[src/rtl/dtg_pkg.sv]
`timescale 1ns/1ps
// Package: shared widths and the range encoding of the dead-time code.
// Assumes an 8-bit code; the counter width covers the largest delay (1008).
package dtg_pkg;
    localparam int DTG_CODE_W = 8;
    localparam int DTG_CNT_W  = 10;
    localparam int DTG_LEGS   = 2;

    typedef logic [DTG_CNT_W-1:0] dtg_dly_t;

    typedef enum logic [1:0] {
        DT_RNG_FINE = 2'd0,
        DT_RNG_X2   = 2'd1,
        DT_RNG_X8   = 2'd2,
        DT_RNG_X16  = 2'd3
    } dtg_range_e;
endpackage

[src/rtl/dtg_code_decode.sv]
`timescale 1ns/1ps
// Module: dtg_code_decode
// Maps the 8-bit dead-time code to a delay in clock cycles. The top bits
// pick the range; each range adds its own base offset and scales by a
// power of two. Purely combinational; assumes the code is stable or that
// a change mid-delay is tolerable (legs compare with >=).
module dtg_code_decode
    import dtg_pkg::*;
#(
    parameter int CODE_W = DTG_CODE_W,
    parameter int CNT_W  = DTG_CNT_W
) (
    input  logic [CODE_W-1:0] code_i,
    output logic [CNT_W-1:0]  dly_o
);
    dtg_range_e rng;

    // Pick the range from the leading bits of the code.
    always_comb begin
        if (!code_i[7])      rng = DT_RNG_FINE;
        else if (!code_i[6]) rng = DT_RNG_X2;
        else if (!code_i[5]) rng = DT_RNG_X8;
        else                 rng = DT_RNG_X16;
    end

    // Form base-plus-field and apply the range scale as a shift.
    always_comb begin
        unique case (rng)
            DT_RNG_FINE: dly_o = CNT_W'({3'b000, code_i[6:0]});
            DT_RNG_X2:   dly_o = CNT_W'({2'b00, 1'b1, code_i[5:0], 1'b0});
            DT_RNG_X8:   dly_o = CNT_W'({1'b0, 1'b1, code_i[4:0], 3'b000});
            default:     dly_o = CNT_W'({1'b1, code_i[4:0], 4'b0000});
        endcase
    end
endmodule

[src/rtl/dtg_leg_delay.sv]
`timescale 1ns/1ps
// Module: dtg_leg_delay
// Delays the rising edge of one leg's demand by dly_i cycles and drops
// the drive at the first edge that samples the demand low. A demand
// shorter than the delay never reaches the drive. Assumes the demand is
// synchronous to clk.
module dtg_leg_delay
    import dtg_pkg::*;
#(
    parameter int CNT_W = DTG_CNT_W
) (
    input  logic             clk,
    input  logic             rst_n,
    input  logic             level_i,
    input  logic [CNT_W-1:0] dly_i,
    output logic             drive_o
);
    logic [CNT_W-1:0] cnt_q;
    logic             drive_q;

    // Count cycles of demand; arm the drive once the count reaches the delay.
    always_ff @(posedge clk) begin
        if (!rst_n) begin
            cnt_q   <= '0;
            drive_q <= 1'b0;
        end else if (!level_i) begin
            cnt_q   <= '0;
            drive_q <= 1'b0;
        end else if (cnt_q >= dly_i) begin
            drive_q <= 1'b1;
        end else begin
            cnt_q   <= cnt_q + 1'b1;
        end
    end

    assign drive_o = drive_q;
endmodule

[src/rtl/dtg_break_gate.sv]
`timescale 1ns/1ps
// Module: dtg_break_gate
// Gates both leg drives. brk kills the outputs combinationally and clears
// the run flag; run is set again only by an out_en low-to-high step seen
// with brk low. Assumes brk may be asynchronous; only its sampled value
// affects state.
module dtg_break_gate (
    input  logic clk,
    input  logic rst_n,
    input  logic brk_i,
    input  logic en_i,
    input  logic hi_i,
    input  logic lo_i,
    output logic hi_o,
    output logic lo_o
);
    logic en_q;
    logic run_q;

    // Remember the previous output enable to find its rising step.
    always_ff @(posedge clk) begin
        if (!rst_n) en_q <= 1'b0;
        else        en_q <= en_i;
    end

    // Run flag: cleared by break or disable, set by a fresh enable.
    always_ff @(posedge clk) begin
        if (!rst_n)               run_q <= 1'b0;
        else if (brk_i || !en_i)  run_q <= 1'b0;
        else if (!en_q)           run_q <= 1'b1;
    end

    assign hi_o = hi_i & run_q & ~brk_i;
    assign lo_o = lo_i & run_q & ~brk_i;
endmodule

[src/rtl/dtg_pair_top.sv]
`timescale 1ns/1ps
// Module: dtg_pair_top
// Complementary dead-time generator for one half-bridge. The decoded code
// feeds two identical delay legs (reference and its inverse); the break
// gate then applies break and enable. Assumes pwm_ref, dt_code and out_en
// are synchronous to clk.
module dtg_pair_top
    import dtg_pkg::*;
(
    input  logic                  clk,
    input  logic                  rst_n,
    input  logic                  pwm_ref,
    input  logic [DTG_CODE_W-1:0] dt_code,
    input  logic                  brk,
    input  logic                  out_en,
    output logic                  oc_hi,
    output logic                  oc_lo
);
    dtg_dly_t             dly;
    logic [DTG_LEGS-1:0]  leg_level;
    logic [DTG_LEGS-1:0]  leg_drive;

    dtg_code_decode #(.CODE_W(DTG_CODE_W), .CNT_W(DTG_CNT_W)) u_dec (
        .code_i (dt_code),
        .dly_o  (dly)
    );

    // Leg 0 follows the reference, leg 1 its complement.
    assign leg_level = {~pwm_ref, pwm_ref};

    for (genvar g = 0; g < DTG_LEGS; g++) begin : g_leg
        dtg_leg_delay #(.CNT_W(DTG_CNT_W)) u_leg (
            .clk     (clk),
            .rst_n   (rst_n),
            .level_i (leg_level[g]),
            .dly_i   (dly),
            .drive_o (leg_drive[g])
        );
    end

    dtg_break_gate u_gate (
        .clk   (clk),
        .rst_n (rst_n),
        .brk_i (brk),
        .en_i  (out_en),
        .hi_i  (leg_drive[0]),
        .lo_i  (leg_drive[1]),
        .hi_o  (oc_hi),
        .lo_o  (oc_lo)
    );
endmodule

[config.mk]
export PLATFORM = sky130hd
export DESIGN_NAME = dtg_pair_top
export DESIGN_NICKNAME = d
export VERILOG_FILES = /design/src/rtl/dtg_pkg.sv /design/src/rtl/dtg_code_decode.sv /design/src/rtl/dtg_leg_delay.sv /design/src/rtl/dtg_break_gate.sv /design/src/rtl/dtg_pair_top.sv
export SDC_FILE = /design/constraint.sdc
export NUM_CORES = 1
export LEC_CHECK = 0
export BUFFER_PORTS_ARGS = -buffer_cell sky130_fd_sc_hd__buf_2
export CAP_MARGIN = 20
export CORE_ASPECT_RATIO = 0.5
export CORE_MARGIN = 5
export CORE_UTILIZATION = 45
export CTS_CLUSTER_SIZE = 30
export DETAILED_ROUTE_END_ITERATION = 8
export GPL_ROUTABILITY_DRIVEN = 0
export SYNTH_ARGS = -nofsm -noshare
export SYNTH_HDL_FRONTEND = slang
export SYNTH_HIERARCHICAL = 1
export SYNTH_SLANG_ARGS = --single-unit
[constraint.sdc]
create_clock -name clk -period 3.7 [get_ports clk]
set_input_delay 0.185 -clock clk [delete_from_list [all_inputs] [get_ports clk]]
set_output_delay 0.185 -clock clk [all_outputs]
set_load 0.01 [all_outputs]
* Word level (Yosys, flattened, before mapping)
Cells that the tools add are included. Widths: inputs -> output; s select.
Storage, ports and cells: register bits after elaboration 24, input port bits 13
Operators by class: add/sub/neg operators 2, $lt $le $gt $ge 2, eq/ne operators 2, mux-type cells 4, bitwise operators 6, reductions and logical operators 6
Operators with widths (number):
- $pmux 10 s3 | 1
- $add 10x1->10 const B | 2
- $ge 10x10->1 | 2
- $and 1x1->1 | 4
- $mux 2 | 2
- $reduce_or 2->1 | 2
- $eq 2x1->1 const B | 1
- $eq 2x2->1 const B | 1
- $logic_not 2->1 | 1
- $not 1->1 | 2
- $reduce_and 2->1 | 1
- $logic_not 1->1 | 1
- $logic_or 1x1->1 | 1
- $mux 1 | 1

* Longest topological paths before layout
depth in word-level cells 6, depth in mapped cells 12

* Cells and area by module
The synthesis kept the hierarchy.
By module, submodules not included:
- dtg_leg_delay | times used 2, cells an instance 96, area each 807.0 µm², sequential area each 220.2 µm²
- dtg_code_decode | times used 1, cells an instance 31, area each 196.4 µm², sequential area each 0.0 µm²
- dtg_break_gate | times used 1, cells an instance 7, area each 85.1 µm², sequential area each 40.0 µm²
- dtg_pair_top | times used 1, cells an instance 1, area each 3.8 µm², sequential area each 0.0 µm²

* Worst setup path before layout
No wires, ideal clock.
path type input to register, from in dt_code[6], to reg g_leg[0].u_leg.cnt_q[4], setup time 0.070 ns, arrival 2.096 ns, data required time 3.630 ns, slack 1.534 ns, stages 11, path through buf_4 nand3b_1 o21ai_0 a21oi_1 inv_1 ha_1 and4_1 a21oi_4 nand2_2 or4_1 a21oi_1
On the way: longest elaborated chain between the ends 5, elaborated cells on any way between the ends 7
RTL lines:
- start: declaration | RTL line dtg_pair_top.sv:13 | input logic [DTG_CODE_W-1:0] dt_code,
- $mux 2 | RTL line dtg_code_decode.sv:21 | else if (!code_i[6]) rng = DT_RNG_X2;
- $mux 2 | RTL line dtg_code_decode.sv:20 | if (!code_i[7]) rng = DT_RNG_FINE;
- $eq 2x2->1, or another cell as far along | RTL line dtg_code_decode.sv:28 | unique case (rng)
- $pmux 10 s3 * | RTL line dtg_code_decode.sv:28
- named net dly[6] | RTL line dtg_pair_top.sv:19 | dtg_dly_t dly;
- $ge 10x10->1 * | RTL line dtg_leg_delay.sv:29 | end else if (cnt_q >= dly_i) begin
- end signal: assignment | RTL line dtg_leg_delay.sv:32 | cnt_q <= cnt_q + 1'b1;
- end: declaration | RTL line dtg_leg_delay.sv:18 | logic [CNT_W-1:0] cnt_q;
Mark *: on every way through the listed nets, which the timed path passes. The rest lies on a longest branch. A chain may end at the register's enable or synchronous reset.

* Worst setup path in the final report
from in dt_code[5], to reg g_leg[0].u_leg.cnt_q[6]
On the way: longest elaborated chain between the ends 6, elaborated cells on any way between the ends 8
RTL lines:
- $mux 1 * | RTL line dtg_code_decode.sv:22 | else if (!code_i[5]) rng = DT_RNG_X8;
- $mux 2 * | RTL line dtg_code_decode.sv:21
- $mux 2 * | RTL line dtg_code_decode.sv:20
- $eq 2x2->1, or another cell as far along | RTL line dtg_code_decode.sv:28
- $pmux 10 s3 * | RTL line dtg_code_decode.sv:28
- named net dly[4] | RTL line dtg_pair_top.sv:19
- $ge 10x10->1 * | RTL line dtg_leg_delay.sv:29
Marks and branches as above.

==> results.json <==
{
  "cp_data_required_time_ns": 3.90,
  "maxSlewViolCount": 0,
  "drt_wl_total_mm": 3.926,
  "finalHoldViolCount": 0,
  "use_met2": 0.2240,
  "area_delta_synth_final_pct": 6.324,
  "numCtsBuffers": 3,
  "p_switching_mw": 0.1352,
  "totalNegativeSetupSlack_ns": 0,
  "antenna_found_initial": 0,
  "synth_top_cell_area_share": 0.2530,
  "ios": 15,
  "synth_top_family_by_area": "simple AND/OR/NAND/NOR gates",
  "path_cells": "buf_2 -> mux2i_1 -> a21o_1 -> o21ai_0 -> inv_1 -> ha_1 -> a21oi_1 -> a211oi_1 -> a21o_1 -> or4_1 -> a21oi_1",
  "synth-compound-area-share": 0.2477,
  "pwr-share-seq": 0.526,
  "power_frac_clock": 0.314,
  "switching_share": 0.2692,
  "mostFrequentLayoutCells": "inv_1, a21oi_1, dfxtp_1, ha_1, buf_2",
  "grt_overflow": 0,
  "antenna_left": 0,
  "layout_commonest_cell": "inv_1",
  "p_leak_nw": 0.8989,
  "grt_max_degree": 18,
  "use_met3": 0.03379,
  "r2r_slack_ns": 1.57,
  "post_synth_num_cell_types": 40,
  "via_count": 1637,
  "cts_setup_buffers": 0,
  "grt_util_all_layers": 0.1445,
  "via_per_inst": 5.549,
  "min-delay-start": "brk",
  "final_area_um2": 2019,
  "dpl.cell_count": 292,
  "core_area_um2": 3984,
  "grt_pass1_vias": 1520,
  "gr-usage-met1": 0.2088,
  "worst_setup_path_start_kind": "primary input",
  "syn-num-nets": 266,
  "slew_headroom": 0.6973,
  "r2r-start": "g_leg[0].u_leg/cnt_q[0]",
  "firstDrtPassIters": 4,
  "r2r_cells": 7,
  "cts_hold_buf": 0,
  "r2r-end": "g_leg[0].u_leg/cnt_q[6]",
  "synth-xor-area-share": 0,
  "hold_path.class": "in2reg",
  "cts_max_level": 1,
  "avgRoutedWirePerCell_um": 13.31,
  "slowest_delay_ns": 0.55,
  "clk_pin_slew_ns": 0.09,
  "min_delay_path_depth": 2,
  "powerDensity_nw_per_um2": 248.7,
  "die-area_um2": 5699,
  "max_cap_violations": 0,
  "min_to": "u_gate/run_q",
  "synth_area_leaders": "dfxtp_1, ha_1, a21oi_1",
  "cts_resized": 0,
  "finalSetupViolations": 0,
  "rows": 16,
  "max_freq_mhz": 435.2,
  "peakVddDrop_mv": 0.1179,
  "cts.sink_count": 24,
  "drc": 0,
  "synthesis.area_um2": 1899,
  "p_int_mw": 0.3670,
  "period_needed_ns": 2.298,
  "nNetsFinal": 278,
  "path_delay_family": "compound AO/OA/AOI/OAI gates",
  "synthAdderAreaFrac": 0.1449,
  "rsz0062_at_grt": "false",
  "layout-drive-gt1-share": 0.1245,
  "path_class": "in2reg",
  "placed_cell_area_um2": 1978,
  "timing.final.crit_share": 0.6210,
  "netlist_instances": 231,
  "critPathBufInv": 2,
  "crit_arrival_ns": 2.50,
  "portBuffers": 14,
  "grt_pass1_wl_mm": 6.844,
  "start_util": 0.4768,
  "status": "complete, no violations",
  "max-clock-path-buffers": 2,
  "critPathSlowestCell": "or4_1",
  "drtIter0Drc": 36,
  "tritoncts": "built",
  "yosys.area.top_type": "dfxtp_1",
  "worst-path-max-fanout": 17,
  "critPathCaptureType": "flip-flop",
  "clock-skew-final_ns": 0.002587,
  "synth_area_per_cell_um2": 8.222,
  "holdWs_ns": 0.1023,
  "ys_seq_area_frac": 0.2530,
  "die_w_um": 101.9,
  "clk_latency_ns": 0.26,
  "power_frac_comb": 0.160,
  "synth_seq_cells": 24,
  "yosys_warnings": 6,
  "worstMarginPinSlew_ns": 0.4541,
  "num_antenna_cells": 0,
  "stdcell_count": 295,
  "die_h_um": 55.94,
  "synthMuxAreaShare": 0.01054,
  "synth-simple-area-share": 0.2596,
  "dp_hpwl_mm": 3.083,
  "top_usage_layer": "met2",
  "root_buffer": "clkbuf_8"
}
==> power by group through the flow <==
stage	clock (mW)	sequential (mW)	combinational, mW
after floorplan	0	0.269	0.0612
after global placement	0	0.270	0.0773
after detailed placement	0	0.270	0.0793
after CTS	0.164	0.264	0.0805
after global routing	0.172	0.265	0.0923
final	0.158	0.264	0.0803
==> cell usage after synthesis <==
| cell type | number |
|---|---|
| inv_1 | 27 |
| a21oi_1 | 26 |
| dfxtp_1 | 24 |
| ha_1 | 22 |
| nand3_1 | 12 |
| o31ai_1 | 12 |
| or4_1 | 12 |
| nand2_1 | 11 |
| o21ai_0 | 10 |
| and3_1 | 7 |
| nor2_1 | 7 |
| a21o_1 | 5 |
| buf_4 | 4 |
| nand4_1 | 4 |
| nand2b_1 | 3 |
| o22ai_1 | 3 |
| a211o_1 | 2 |
| a211oi_1 | 2 |
| a21oi_4 | 2 |
| a31oi_1 | 2 |
| a41o_1 | 2 |
| and2_1 | 2 |
| and2_2 | 2 |
| and3b_1 | 2 |
| and4_1 | 2 |
| dlygate4sd1_1 | 2 |
| mux2i_1 | 2 |
| nand2_2 | 2 |
| nand3_4 | 2 |
| nand3b_1 | 2 |
| nor3_1 | 2 |
| nor3b_2 | 2 |
| o211ai_2 | 2 |
| or3_1 | 2 |
| a21boi_1 | 1 |
| and2_4 | 1 |
| buf_6 | 1 |
| nor2b_1 | 1 |
| o21ai_1 | 1 |
| o22a_1 | 1 |
==> registers in the layout, indices dropped and copies added, names as in the netlist <==
| signal | cells |
|---|---|
| g_leg.u_leg/cnt_q | 20 |
| u_gate/run_q | 1 |
| u_gate/en_q | 1 |
| g_leg.u_leg/drive_o | 2 |
==> stage by stage <==
step | utilization | worst slack, ns | total power [mW]
after floorplan | - | 1.534 | 0.3306
after global placement | 0.4965 | 1.187 | 0.3476
after detailed placement | 0.4965 | 1.168 | 0.3495
after CTS | 0.5069 | 1.429 | 0.5087
after global routing | 0.5069 | 1.236 | 0.5286
final | 0.5069 | 1.402 | 0.5022
==> worst max-delay path by stage <==
stage / from / endpoint / depth (start not counted)
2_1_floorplan: dt_code[6] / g_leg[0].u_leg/cnt_q[4] / 11
3_3_place_gp: dt_code[5] / g_leg[0].u_leg/cnt_q[6] / 11
3_5_place_dp: dt_code[5] / g_leg[0].u_leg/cnt_q[6] / 11
4_1_cts: dt_code[5] / g_leg[0].u_leg/cnt_q[6] / 11
5_1_grt: dt_code[7] / g_leg[0].u_leg/cnt_q[8] / 11
6_report: dt_code[5] / g_leg[0].u_leg/cnt_q[6] / 11
==> cells by family (layout without fill, tap and decap cells) <==
kind of cell    Yosys count  in the layout
simple gates             78             78
compound gates           71             71
buf+inv                  34             44
flops                    24             24
fa+ha+maj                22             22
mux                       2              2
==> area by class of cell <==
class                      instances  area [um2]
inverter                          27       101.3
fill                             402        1964
timing repair buffer              14       70.07
multi-input combinational        173        1259
clock buffer                       3       41.29
tap                               54       67.56
sequential                        24       480.5
==> metal layers <==
| layer | part of all wire | vias up |
|---|---|---|
| li1 | - | 877 |
| met5 | 0 | - |
| met2 | 0.45 | 8 |
| met3 | 0.019 | 2 |
| met1 | 0.53 | 750 |
| met4 | 0.0025 | 0 |
(Power assumes the default switching activity.)
